==> config.mk <==
export PLATFORM = sky130hd
export DESIGN_NAME = prefix_mag_cmp
export DESIGN_NICKNAME = d
export VERILOG_FILES = /design/src/rtl/prefix_cmp_pkg.sv /design/src/rtl/pfx_diff_row.sv /design/src/rtl/pfx_clear_tree.sv /design/src/rtl/pfx_gate_row.sv /design/src/rtl/prefix_mag_cmp.sv
export SDC_FILE = /design/constraint.sdc
export NUM_CORES = 1
export LEC_CHECK = 0
export CORE_AREA = 4 4 41 43
export DETAILED_ROUTE_END_ITERATION = 8
export DIE_AREA = 0 0 45 47
export GPL_ROUTABILITY_DRIVEN = 1
export PLACE_DENSITY = 0.61
export SLEW_MARGIN = 40
export SYNTH_ARGS = -nofsm -noshare
export SYNTH_HDL_FRONTEND = slang
export SYNTH_SLANG_ARGS = --single-unit
==> constraint.sdc <==
create_clock -name vclk -period 4.05
set_clock_uncertainty 0.2 [all_clocks]
set_input_delay 0.6075 -clock vclk [all_inputs]
set_output_delay 0.6075 -clock vclk [all_outputs]
set_load 0.02 [all_outputs]
==> src/rtl/prefix_cmp_pkg.sv <==
package prefix_cmp_pkg;
   localparam int unsigned GRP = 4;
   typedef struct packed {
      logic gt;
      logic lt;
      logic eq;
   } cmp_flags_t;
endpackage

==> src/rtl/pfx_diff_row.sv <==
module pfx_diff_row #(
   parameter int unsigned WIDTH = 8
) (
   input  logic [WIDTH-1:0] opa,
   input  logic [WIDTH-1:0] opb,
   output logic [WIDTH-1:0] diff
);
   for (genvar k = 0; k < WIDTH; k++) begin : g_bit
      assign diff[k] = opa[k] ^ opb[k];
   end
endmodule

==> src/rtl/pfx_clear_tree.sv <==
module pfx_clear_tree
   import prefix_cmp_pkg::*;
#(
   parameter int unsigned WIDTH = 8
) (
   input  logic [WIDTH-1:0] diff,
   output logic [WIDTH-1:0] clr_above
);
   localparam int unsigned NG = WIDTH / GRP;

   logic [NG-1:0] grp_same;
   logic [NG-1:0] grp_clear;

   // group NOR terms
   for (genvar g = 0; g < NG; g++) begin : g_grp
      assign grp_same[g] = ~|diff[g*GRP +: GRP];
      if (g == NG - 1) begin : g_top
         assign grp_clear[g] = 1'b1;
      end else begin : g_low
         assign grp_clear[g] = &grp_same[NG-1:g+1];
      end
   end

   // per-bit prefix: upper groups clear and no higher bit in own group differs
   for (genvar k = 0; k < WIDTH; k++) begin : g_bit
      localparam int unsigned G   = k / GRP;
      localparam int unsigned TOP = G * GRP + GRP - 1;
      if (k == TOP) begin : g_head
         assign clr_above[k] = grp_clear[G];
      end else begin : g_body
         assign clr_above[k] = grp_clear[G] & ~|diff[TOP:k+1];
      end
   end
endmodule

==> src/rtl/pfx_gate_row.sv <==
module pfx_gate_row #(
   parameter int unsigned WIDTH = 8
) (
   input  logic [WIDTH-1:0] opa,
   input  logic [WIDTH-1:0] opb,
   input  logic [WIDTH-1:0] diff,
   input  logic [WIDTH-1:0] clr_above,
   output logic [WIDTH-1:0] pass_a,
   output logic [WIDTH-1:0] pass_b
);
   for (genvar k = 0; k < WIDTH; k++) begin : g_bit
      logic blk_n;
      assign blk_n = ~(diff[k] & clr_above[k]);
      assign {pass_a[k], pass_b[k]} = blk_n ? 2'b00 : {opa[k], opb[k]};
   end
endmodule

==> src/rtl/prefix_mag_cmp.sv <==
module prefix_mag_cmp
   import prefix_cmp_pkg::*;
#(
   parameter int unsigned WIDTH = 8
) (
   input  logic [WIDTH-1:0] opa,
   input  logic [WIDTH-1:0] opb,
   output logic             a_gt,
   output logic             a_lt,
   output logic             a_eq
);
   // elaboration check on width
   if (WIDTH == 0 || (WIDTH % GRP) != 0) begin : g_bad_width
      $error("prefix_mag_cmp: WIDTH must be a non-zero multiple of 4");
   end

   logic [WIDTH-1:0] diff;
   logic [WIDTH-1:0] clr_above;
   logic [WIDTH-1:0] pass_a;
   logic [WIDTH-1:0] pass_b;
   cmp_flags_t       flags;

   pfx_diff_row #(.WIDTH(WIDTH)) u_diff (
      .opa  (opa),
      .opb  (opb),
      .diff (diff)
   );

   pfx_clear_tree #(.WIDTH(WIDTH)) u_tree (
      .diff      (diff),
      .clr_above (clr_above)
   );

   pfx_gate_row #(.WIDTH(WIDTH)) u_gate (
      .opa       (opa),
      .opb       (opb),
      .diff      (diff),
      .clr_above (clr_above),
      .pass_a    (pass_a),
      .pass_b    (pass_b)
   );

   // decision: two OR reductions
   always_comb begin
      flags.gt = |pass_a;
      flags.lt = |pass_b;
      flags.eq = ~(flags.gt | flags.lt);
   end

   assign a_gt = flags.gt;
   assign a_lt = flags.lt;
   assign a_eq = flags.eq;
endmodule

==> impl_metrics.yaml <==
power:
  peakVddDrop_v: 0.00005948
  power_leakage_nw: 0.2185
  power_uw: 64.45
  power_density_nw_per_um2: 123.2
drt:
  drt_iter0_drc: 5
  routed_wl_um: 752
  dr_total_vias: 353
  wl_per_cell_um: 10.16
  firstDrtPassIters: 2
  ant_nets: 0
  vias_per_cell: 4.770
  drc_errors: 0
floorplan:
  fp.dieW_um: 45
  die_y_um: 47
  core-area_um2: 1301
  start_util_pct: 24.13
  die_area_um2: 2115
  num_rows: 13
  io_pins: 19
sta:
  tightest_slew_ns: 0.3239
  max_freq_mhz: 267.3
  rsz0062_at_grt: "no"
  holdWs_ns: 2.261
  period_share_pct: 92.37
  setup_tns_ns: 0
  final-hold-violation-count: 0
  setup_viol: 0
  min_period_ns: 3.741
  finalMaxSlewViolations: 0
  final.setup.worst_slack_ns: 0.3089
  slew_headroom_pct: 78.20
finish:
  design.seq.count: 0
  design_area_um2: 523.0
  n_antenna_cell: 0
  stdcell_count: 74
  clkbuf_count: 0
  nNetsFinal: 79
  fin_util_pct: 40.19
  seq_area_um2: 0
  drive_above_1_share_pct: 13.56
  n_fill_cell: 154
  area_delta_synth_final_pct: 66.53
global_routing:
  grt_overflow: 0
  grt_pass1_vias: 326
  grt_usage_pct: 7.632
  antenna_found_initial: 0
  grt_pass1_wl_mm: 1.297
  grt_max_degree: 6
clock_network:
  post-cts-setup-buffer-count: 0
  post_cts_resized: 0
  cts_hold_buffers: 0
synth:
  synth_top_cell_area_share_pct: 8.367
  syn_inst: 40
  yosysWarnings: 0
  postSynthAreaPerCell_um2: 7.851
  ys_seq_area_share_pct: 0
  yosys.area.top_type: "inv_1"
  yosys-top-cells-area: "inv_1 8.4%, ha_1 8.0%, maj3_2 7.2%"
  synth_fp_nets: 58
  synthMostInstantiatedCell: "inv_1"
  syn_area_um2: 314.1
  synthDistinctLibCells: 26
setup_path:
  end_kind: "output pin"
  cp.required_ns: 3.24
  cp-start-kind: "primary input"
  startpoint: "opa[7]"
  crit_type: "in -> out"
  cp_max_fo: 4
  cp.arrival_ns: 2.93
run:
  maxCapViolCount: 0
place:
  dp_cells: 74
  gp_congestion: 0.7048
  io_buffers: 19
  postPlaceCellArea_um2: 523.0
  pre_cts_slack_ns: 0.3247
  dp_hpwl_um: 672.6
hold_path:
  whs_path_depth: 5
  worstHoldEndpoint: "a_eq"
  hp-start: "opa[7]"
  hold_path_class: "in -> out"
outcome:
  outcome: "finished clean"
==> power breakdown <==
group / internal [mW] / total (mW) / switching [mW]
Clock: 0 / 0 / 0
Combinational: 0.0369 / 0.0644 / 0.0276
Sequential: 0 / 0 / 0
==> kinds of logic after synthesis <==
logic type | count (synthesis) | share of synthesized area, %
XOR/XNOR | 3 | 8.368
AND/OR/NAND/NOR | 16 | 38.25
adder cells (fa/ha/maj) | 4 | 15.14
buffers and inverters | 7 | 8.368
AO/OA/AOI/OAI | 10 | 29.88
==> metal layers <==
| layer | share of wire (%) | vias up | GRT usage [%] |
|---|---|---|---|
| met3 | 5.6 | 0 | 0.7663 |
| met4 | 0 | 0 | 0 |
| li1 | - | 189 | - |
| met1 | 49 | 153 | 10.56 |
| met5 | 0 | - | 0 |
| met2 | 45 | 11 | 13.56 |
==> area by class of cell <==
cell class         count  area (um2)  area share (%)
well taps             15       18.77           3.589
inverters              7       26.28           5.024
repair buffers        19       190.2           36.36
multi-input cells     33       287.8           55.02
==> critical path, stage by stage <==
cell,delay (ns)
clkdlybuf4s50_1,0.48
inv_1,0.05
ha_1,0.34
and3b_1,0.24
a221o_1,0.33
a2111oi_2,0.23
clkdlybuf4s50_1,0.67
==> layout by cell type, fill, tap and decap left out, types with 2 or more instances in the layout <==
master,n
xnor2_1,2
ha_1,2
inv_1,7
a31oi_1,2
nand2b_1,2
nor2b_1,2
maj3_2,2
nor2_1,2
o311a_1,2
clkdlybuf4s50_1,19
==> worst max-delay path by stage <==
stage	to	cells after the start
floorplan	a_eq	5
global placement	a_eq	7
detailed placement	a_eq	7
CTS	a_eq	7
global route	a_eq	7
finish	a_eq	7
(Power assumes the default switching activity.)
